File: config.mk
export PLATFORM = sky130hd
export DESIGN_NAME = reg_pend_scoreboard
export DESIGN_NICKNAME = d
export VERILOG_FILES = /design/src/rtl/sb_pkg.sv /design/src/rtl/sb_addr_dec.sv /design/src/rtl/sb_unit_track.sv /design/src/rtl/sb_bit_array.sv /design/src/rtl/reg_pend_scoreboard.sv
export SDC_FILE = /design/constraint.sdc
export NUM_CORES = 1
export LEC_CHECK = 0
export BUFFER_PORTS_ARGS = -buffer_cell sky130_fd_sc_hd__buf_2
export CORE_ASPECT_RATIO = 0.9
export CORE_MARGIN = 4
export CORE_UTILIZATION = 55
export CTS_CLUSTER_SIZE = 20
export DETAILED_ROUTE_END_ITERATION = 7
export PLACE_DENSITY = 0.79
export REMOVE_ABC_BUFFERS = 1
export SYNTH_ARGS = -nofsm -noshare
export SYNTH_HDL_FRONTEND = slang
export SYNTH_HIERARCHICAL = 1
export SYNTH_SLANG_ARGS = --single-unit
File: constraint.sdc
create_clock -name clk_i -period 3 [get_ports clk_i]
set_input_delay 0.75 -clock clk_i [delete_from_list [all_inputs] [get_ports clk_i]]
set_output_delay 0.75 -clock clk_i [all_outputs]
set_load 0.005 [all_outputs]
File: src/rtl/sb_pkg.sv
package sb_pkg;
  typedef enum logic {
    ADDR_BIN   = 1'b0,
    ADDR_UNARY = 1'b1
  } addr_mode_e;
endpackage

File: src/rtl/sb_addr_dec.sv
module sb_addr_dec
  import sb_pkg::*;
#(
  parameter int         NUM_REGS  = 32,
  parameter addr_mode_e ADDR_MODE = ADDR_BIN,
  parameter int         AW        = 5
) (
  input  logic                en_i,
  input  logic [AW-1:0]       addr_i,
  output logic [NUM_REGS-1:0] mask_o
);
  generate
    if (ADDR_MODE == ADDR_UNARY) begin : g_unary
      assign mask_o = en_i ? NUM_REGS'(addr_i) : '0;
    end else begin : g_bin
      always_comb begin
        mask_o = '0;
        for (int r = 0; r < NUM_REGS; r++)
          mask_o[r] = en_i && (addr_i == AW'(r));
      end
    end
  endgenerate
endmodule

File: src/rtl/sb_unit_track.sv
module sb_unit_track #(
  parameter int AW      = 5,
  parameter bit IS_LDST = 1'b0
) (
  input  logic          clk_i,
  input  logic          rst_ni,
  input  logic          issue_i,
  input  logic          wr_i,
  input  logic [AW-1:0] dst_i,
  input  logic          busy_i,
  input  logic          done_i,
  input  logic          res_ok_i,
  output logic          rel_o,
  output logic [AW-1:0] rel_dst_o
);
  logic          wr_q;
  logic [AW-1:0] dst_q;

  always_ff @(posedge clk_i or negedge rst_ni) begin
    if (!rst_ni) begin
      wr_q  <= 1'b0;
      dst_q <= '0;
    end else if (issue_i) begin
      wr_q  <= wr_i;
      dst_q <= dst_i;
    end else if (!busy_i) begin
      wr_q  <= 1'b0;
    end
  end

  generate
    if (IS_LDST) begin : g_ldst
      assign rel_o = 1'b0;  // load/store always writes its destination
    end else begin : g_alu
      assign rel_o = done_i && wr_q && !res_ok_i;
    end
  endgenerate
  assign rel_dst_o = dst_q;
endmodule

File: src/rtl/sb_bit_array.sv
module sb_bit_array #(
  parameter int NUM_REGS = 32
) (
  input  logic                clk_i,
  input  logic                rst_ni,
  input  logic [NUM_REGS-1:0] set_i,
  input  logic [NUM_REGS-1:0] clr_i,
  output logic [NUM_REGS-1:0] bits_o
);
  always_ff @(posedge clk_i or negedge rst_ni) begin
    if (!rst_ni) bits_o <= '0;
    else         bits_o <= (bits_o & ~clr_i) | set_i;  // set wins
  end
endmodule

File: src/rtl/reg_pend_scoreboard.sv
module reg_pend_scoreboard
  import sb_pkg::*;
#(
  parameter int         NUM_REGS    = 32,
  parameter int         NUM_UNITS   = 4,
  parameter int         NUM_SRC     = 3,
  parameter addr_mode_e ADDR_MODE   = ADDR_BIN,
  parameter logic [NUM_UNITS-1:0] LDST_UNITS = 4'b1000,
  parameter bit         OVERLAP_EN  = 1'b1,
  localparam int        AW = (ADDR_MODE == ADDR_UNARY) ? NUM_REGS : $clog2(NUM_REGS)
) (
  input  logic                    clk_i,
  input  logic                    rst_ni,
  input  logic                    iss_valid_i,
  input  logic [NUM_UNITS-1:0]    iss_unit_i,
  input  logic                    iss_wr_i,
  input  logic [AW-1:0]           iss_dst_i,
  input  logic [NUM_UNITS-1:0]    wb_en_i,
  input  logic [NUM_UNITS*AW-1:0] wb_dst_i,
  input  logic [NUM_UNITS-1:0]    unit_busy_i,
  input  logic [NUM_UNITS-1:0]    unit_done_i,
  input  logic [NUM_UNITS-1:0]    unit_res_ok_i,
  input  logic                    chk_active_i,
  input  logic [NUM_SRC-1:0]      chk_src_en_i,
  input  logic [NUM_SRC*AW-1:0]   chk_src_i,
  output logic                    hazard_o,
  output logic                    stall_o,
  output logic [NUM_REGS-1:0]     pend_o
);
  logic [NUM_UNITS-1:0][NUM_REGS-1:0] u_set, u_wb, u_rel;
  logic [NUM_SRC-1:0][NUM_REGS-1:0]   s_mask;
  logic [NUM_REGS-1:0] set_mask, clr_mask, chk_mask;

  for (genvar u = 0; u < NUM_UNITS; u++) begin : g_unit
    logic          iss_u, rel;
    logic [AW-1:0] rel_dst;
    assign iss_u = iss_valid_i && iss_unit_i[u];

    sb_unit_track #(.AW(AW), .IS_LDST(LDST_UNITS[u])) i_trk (
      .clk_i, .rst_ni,
      .issue_i(iss_u), .wr_i(iss_wr_i), .dst_i(iss_dst_i),
      .busy_i(unit_busy_i[u]), .done_i(unit_done_i[u]),
      .res_ok_i(unit_res_ok_i[u]),
      .rel_o(rel), .rel_dst_o(rel_dst)
    );
    sb_addr_dec #(.NUM_REGS(NUM_REGS), .ADDR_MODE(ADDR_MODE), .AW(AW)) i_set_dec (
      .en_i(iss_u && iss_wr_i), .addr_i(iss_dst_i), .mask_o(u_set[u]));
    sb_addr_dec #(.NUM_REGS(NUM_REGS), .ADDR_MODE(ADDR_MODE), .AW(AW)) i_wb_dec (
      .en_i(wb_en_i[u]), .addr_i(wb_dst_i[u*AW +: AW]), .mask_o(u_wb[u]));
    sb_addr_dec #(.NUM_REGS(NUM_REGS), .ADDR_MODE(ADDR_MODE), .AW(AW)) i_rel_dec (
      .en_i(rel), .addr_i(rel_dst), .mask_o(u_rel[u]));
  end

  for (genvar s = 0; s < NUM_SRC; s++) begin : g_src
    sb_addr_dec #(.NUM_REGS(NUM_REGS), .ADDR_MODE(ADDR_MODE), .AW(AW)) i_chk_dec (
      .en_i(chk_src_en_i[s]), .addr_i(chk_src_i[s*AW +: AW]), .mask_o(s_mask[s]));
  end

  always_comb begin
    set_mask = '0;
    clr_mask = '0;
    chk_mask = '0;
    for (int u = 0; u < NUM_UNITS; u++) begin
      set_mask |= u_set[u];
      clr_mask |= u_wb[u] | u_rel[u];
    end
    for (int s = 0; s < NUM_SRC; s++) chk_mask |= s_mask[s];
  end

  sb_bit_array #(.NUM_REGS(NUM_REGS)) i_bits (
    .clk_i, .rst_ni, .set_i(set_mask), .clr_i(clr_mask), .bits_o(pend_o));

  assign hazard_o = chk_active_i && |(pend_o & chk_mask);

  generate
    if (OVERLAP_EN) begin : g_ovl
      assign stall_o = hazard_o;
    end else begin : g_seq
      assign stall_o = |unit_busy_i;  // no overlap: wait for all units
    end
  endgenerate
endmodule

## Word-level counts from Yosys, hierarchy flattened

Index checks and enable logic that the tools add are counted.

- Flip-flop bits (word level): 50
- Output and inout bits: 34

- Eq/ne operators: 344
- Muxes and demuxes: 6
- Bitwise logic cells: 15
- Reductions and logical operators: 478

Operator list:

| kind | count |
|---|---|
| == test 5 bit, second input constant | 176 |
| logical AND 1 bit | 463 |
| == test 5 x 4 -> 1 bit, second input constant | 88 |
| OR 32 bit | 12 |
| == test 5 x 3 -> 1 bit, second input constant | 44 |
| == test 5 x 2 -> 1 bit, second input constant | 22 |
| AND 32 bit | 2 |
| == test 5 x 1 -> 1 bit, second input constant | 11 |
| zero test 5 bit | 11 |
| NOT 32 bit | 1 |
| OR reduction 32 bit | 1 |
| two-way mux 1 bit | 6 |
| != test 2 x 1 -> 1 bit, second input constant | 3 |
| zero test 1 bit | 3 |

## Logic depth before layout (Yosys ltp)

- Depth in word-level cells: 10
- Depth in mapped cells: 8

## Hierarchy

Netlist, hierarchy kept.

By module, submodules not included:

| module | times used | cells each | area an instance (µm²) | sequential area each (µm²) |
|---|---|---|---|---|
| sb_addr_dec | 15 | 47 | 230.2 | 0.0 |
| sb_bit_array | 1 | 96 | 1161.1 | 800.8 |
| reg_pend_scoreboard | 1 | 180 | 1133.6 | 0.0 |
| sb_unit_track (g_unit[0].i_trk ...) | 3 | 17 | 256.5 | 150.1 |
| sb_unit_track (g_unit[3].i_trk) | 1 | 12 | 192.7 | 125.1 |

## Worst setup path before layout

Ideal clock, no wire load.

- Path type: input -> output
- Start point: input port chk_src_i[5]
- End point: output port stall_o
- Arrival: 1.978 ns
- Data required time: 2.250 ns
- Path slack: 0.272 ns
- Cell stages on the path: 8
- Path buffers: 2
- Cells stage by stage: nand2b_1 > clkbuf_1 > nor2_1 > o31ai_1 > nand4_1 > nor4_1 > a21boi_1 > buf_4

RTL lines:

| item | line | source |
|---|---|---|
| from (decl) | reg_pend_scoreboard.sv:25 | `input logic [NUM_SRC*AW-1:0] chk_src_i,` |
| to (decl) | reg_pend_scoreboard.sv:27 | `output logic stall_o,` |

==> out/qor.csv <==
stage;metric;value;unit
sta;Worst-Margin Slew;0.556;ns
yosys;Post-Synthesis Cells;1044;
setup_path;Setup CP Type;in2out;
grt;vias in the first global route;7394;
routing;TritonRoute pass-1 iters;7;
run_status;failing checks;negative setup slack;
job;Max-Cap Viols;0;
setup_path;CP endpoint kind;output port;
clock_tree;CTS tree;done;
setup_path;CP Launch Point;chk_src_en_i[2];
routing;vias;8791;
grt;Global Route Usage Sum;35.7;%
clock_tree;Sink Count;55;
die;die area;14000;µm²
clock_tree;Clock Latency Late Sink;0.31;ns
routing;Iter 0 DRT Violations;1925;
yosys;Yosys cell types;25;
clock_tree;clk buf depth;2;
clock_tree;Post-CTS Hold Fix Bufs;0;
setup_path;reg-to-reg startpoint;g_unit[0].i_trk/wr_q;
final_layout;fin cells;1295;
clock_tree;Clock Tree Root;clkbuf_16;
grt;largest net degree at the start of global routing;37;
grt;first-pass GRT wire length;40400;µm
placement;gpl congestion;1.04;
sta;clock skew;0.00814;ns
routing;DR DRC count;0;
yosys;largest family of logic cells by synthesized area;simple AND/OR/NAND/NOR gates;
final_layout;synth-to-layout area growth;19.7;%
die;Die H;113;µm
sta;Worst slew margin;62.6;%
hold_path;Hold WC Path Type;in2async;
final_layout;share of post-route cells with drive strength above 1;19.4;%
placement;Port Buffers;98;
yosys;Synth Area per Inst;6.43;µm²
yosys;multiplexer share of the synthesized area;4.20;%
die;chip width;124;µm
yosys;sequential fraction of the synthesis area;20.5;%
yosys;simple-gate portion of the synthesized area;62.6;%
sta;Setup TNS;-0.297;ns
sta;# setup viols final;2;
routing;Routed Antenna Nets;0;
routing;routed wire length per instance;21.5;µm
yosys;synth warn;6;
die;Placeable Area;11700;µm²
power;P_leak;3.71;nW
yosys;Seq cells post-synth;55;
yosys;Synth Area in Compound Gates;7.57;%
power;total power;0.00260;W
setup_path;WP data required;2.25;ns
setup_path;Crit path arrival time;2.40;ns
sta;count of pins over their slew limit;0;
setup_path;CP Launch Type;input pin;
sta;endpoints failing hold;0;
yosys;Mapped Area;6710;µm²
yosys;Synth Area in Adders;0;%
die;starting density of the core;57.5;%
power;worst vdd ir;0.228;mV
power;pwr dens;324;nW/µm²
run_status;status;complete, but fails checks;
routing;Vias/cell;6.79;
yosys;xor/xnor share of the synthesized area;0;%
die;# rows;37;
routing;final WL;27900;µm
die;IO Pins;102;
sta;Fmax achieved;0.318;GHz
setup_path;Worst Path Max Fanout;8;
clock_tree;H-tree levels;2;
grt;initial antenna violation count;0;
grt;grt ovf;0;
sta;unrepaired setup endpoints after global routing;true;
sta;final worst slack;-0.149;ns
clock_tree;CTS buffer count;5;
placement;DPL Wire Length;19400;µm
final_layout;n_diodes;0;
sta;post-layout min period;3.15;ns
clock_tree;Clock transition at path regs;0.07;ns
final_layout;nets;1206;
placement;DP Cell Count;1277;
sta;Tcrit/Tclk final;105;%
## metal layers
metal	global-route usage (%)	part of all wire (%)	wire, µm	vias to the layer above
met5	0	0	0	-
met4	10.7	4.5	1250	0
met3	10.1	15	4270	147
met2	52.4	42	11600	758
met1	51.0	38	10700	4039
li1	-	-	-	3847
## cells in the mapped netlist (all sizes together)
| master | instances | area, µm² |
|---|---|---|
| a21o | 32 | 240 |
| o31ai | 32 | 245 |
| conb | 1 | 3.75 |
| nand4bb | 45 | 507 |
| or4b | 15 | 150 |
| or4 | 32 | 240 |
| nand2b | 30 | 188 |
| and2 | 4 | 25.0 |
| dfrtp | 55 | 1380 |
| a21boi | 1 | 7.51 |
| nand2 | 56 | 210 |
| nor2 | 483 | 1810 |
| or2 | 15 | 93.8 |
| nor4 | 66 | 413 |
| clkbuf | 45 | 169 |
| and3 | 4 | 25.0 |
| o21ai | 3 | 15.0 |
| nand4b | 45 | 394 |
| inv | 32 | 120 |
| nand4 | 23 | 144 |
| buf | 5 | 48.8 |
| mux2 | 20 | 282 |
## final timing paths
check / to / slack, ns / cells past startpoint
setup / recovery: hazard_o / -0.15 / 8
min in group clk_i: i_bits/bits_o[11] / 0.52 / 1
hold reg to reg: i_bits/bits_o[11] / 0.52 / 1
setup reg to reg: i_bits/bits_o[0] / 0.89 / 8
hold / removal: i_bits/bits_o[7] / 0.32 / 1
max in group asynchronous: g_unit[0].i_trk/rel_dst_o[0] / 2.06 / 2
## state kept, by name, summed over array words and instances (netlist names)
name / cells
i_bits/bits_o: 32
g_unit.i_trk/rel_dst_o: 20
g_unit.i_trk/wr_q: 3
## per-stage QoR
| stage | hold slack (ns) | instance area [µm²] | setup slack [ns] | utilization [%] |
|---|---|---|---|---|
| final | 0.319 | 8030 | -0.149 | 68.8 |
| after global routing | 0.328 | 8030 | -0.229 | 68.8 |
| after CTS | 0.325 | 7730 | 0.0130 | 66.2 |
| after detailed placement | 0.502 | 7420 | -0.0704 | 63.6 |
| after global placement | 0.495 | 7420 | -0.0674 | 63.6 |
| after floorplan | 0.454 | 6490 | 0.388 | - |
## power by group
group / total (W) / switching, W / internal (W)
Sequential: 0.00105 / 0.000184 / 0.000870
Combinational: 0.000925 / 0.000532 / 0.000393
Clock: 0.000620 / 0.000297 / 0.000323
Total: 0.00260 / 0.00101 / 0.00159
## final cells by class
cell class                 count  area [µm²]
clock inverter                 3        31.3
clock buffer                   5         125
inverter                      32         120
timing repair buffer         137         938
multi-input combinational    907        5240
fill                         992        3640
sequential                    55        1380
tap                          156         195
## placed cells by master (no fill, tap or decap), drive strengths merged
| cell type | count |
|---|---|
| mux2 | 20 |
| inv | 34 |
| a21boi | 1 |
| nand2b | 30 |
| or2 | 15 |
| nor2 | 483 |
| nand4 | 23 |
| buf | 137 |
| nand2 | 56 |
| o21ai | 3 |
| a21o | 32 |
| clkbuf | 5 |
| or4b | 15 |
| and2 | 4 |
| clkinv | 1 |
| or4 | 32 |
| nand4b | 45 |
| nand4bb | 45 |
| dfrtp | 55 |
| and3 | 4 |
| conb | 1 |
| o31ai | 32 |
| nor4 | 66 |
## worst max-delay path, cell delays in order
cell and delay (ns):
buf_12 0.12, or4b_4 0.26, nor2_2 0.04, o31ai_1 0.32, nand4_1 0.22, nor4_2 0.45, a21boi_2 0.09, buf_2 0.14
## cells by family (layout without fill, tap and decap cells)
logic type / Yosys count / count (layout)
multiplexers: 20 / 20
AND/OR/NAND/NOR: 818 / 818
flip-flops: 55 / 55
other: 1 / 1
buffers and inverters: 82 / 177
AO/OA/AOI/OAI: 68 / 68
## repair_timing
item / CTS / global route
setup buffers: 3 / 8
pin swaps: 10 / 34
gates resized for setup: 28 / 70
endpoints found under the setup margin: 2 / 2
(Power assumes the default switching activity.)
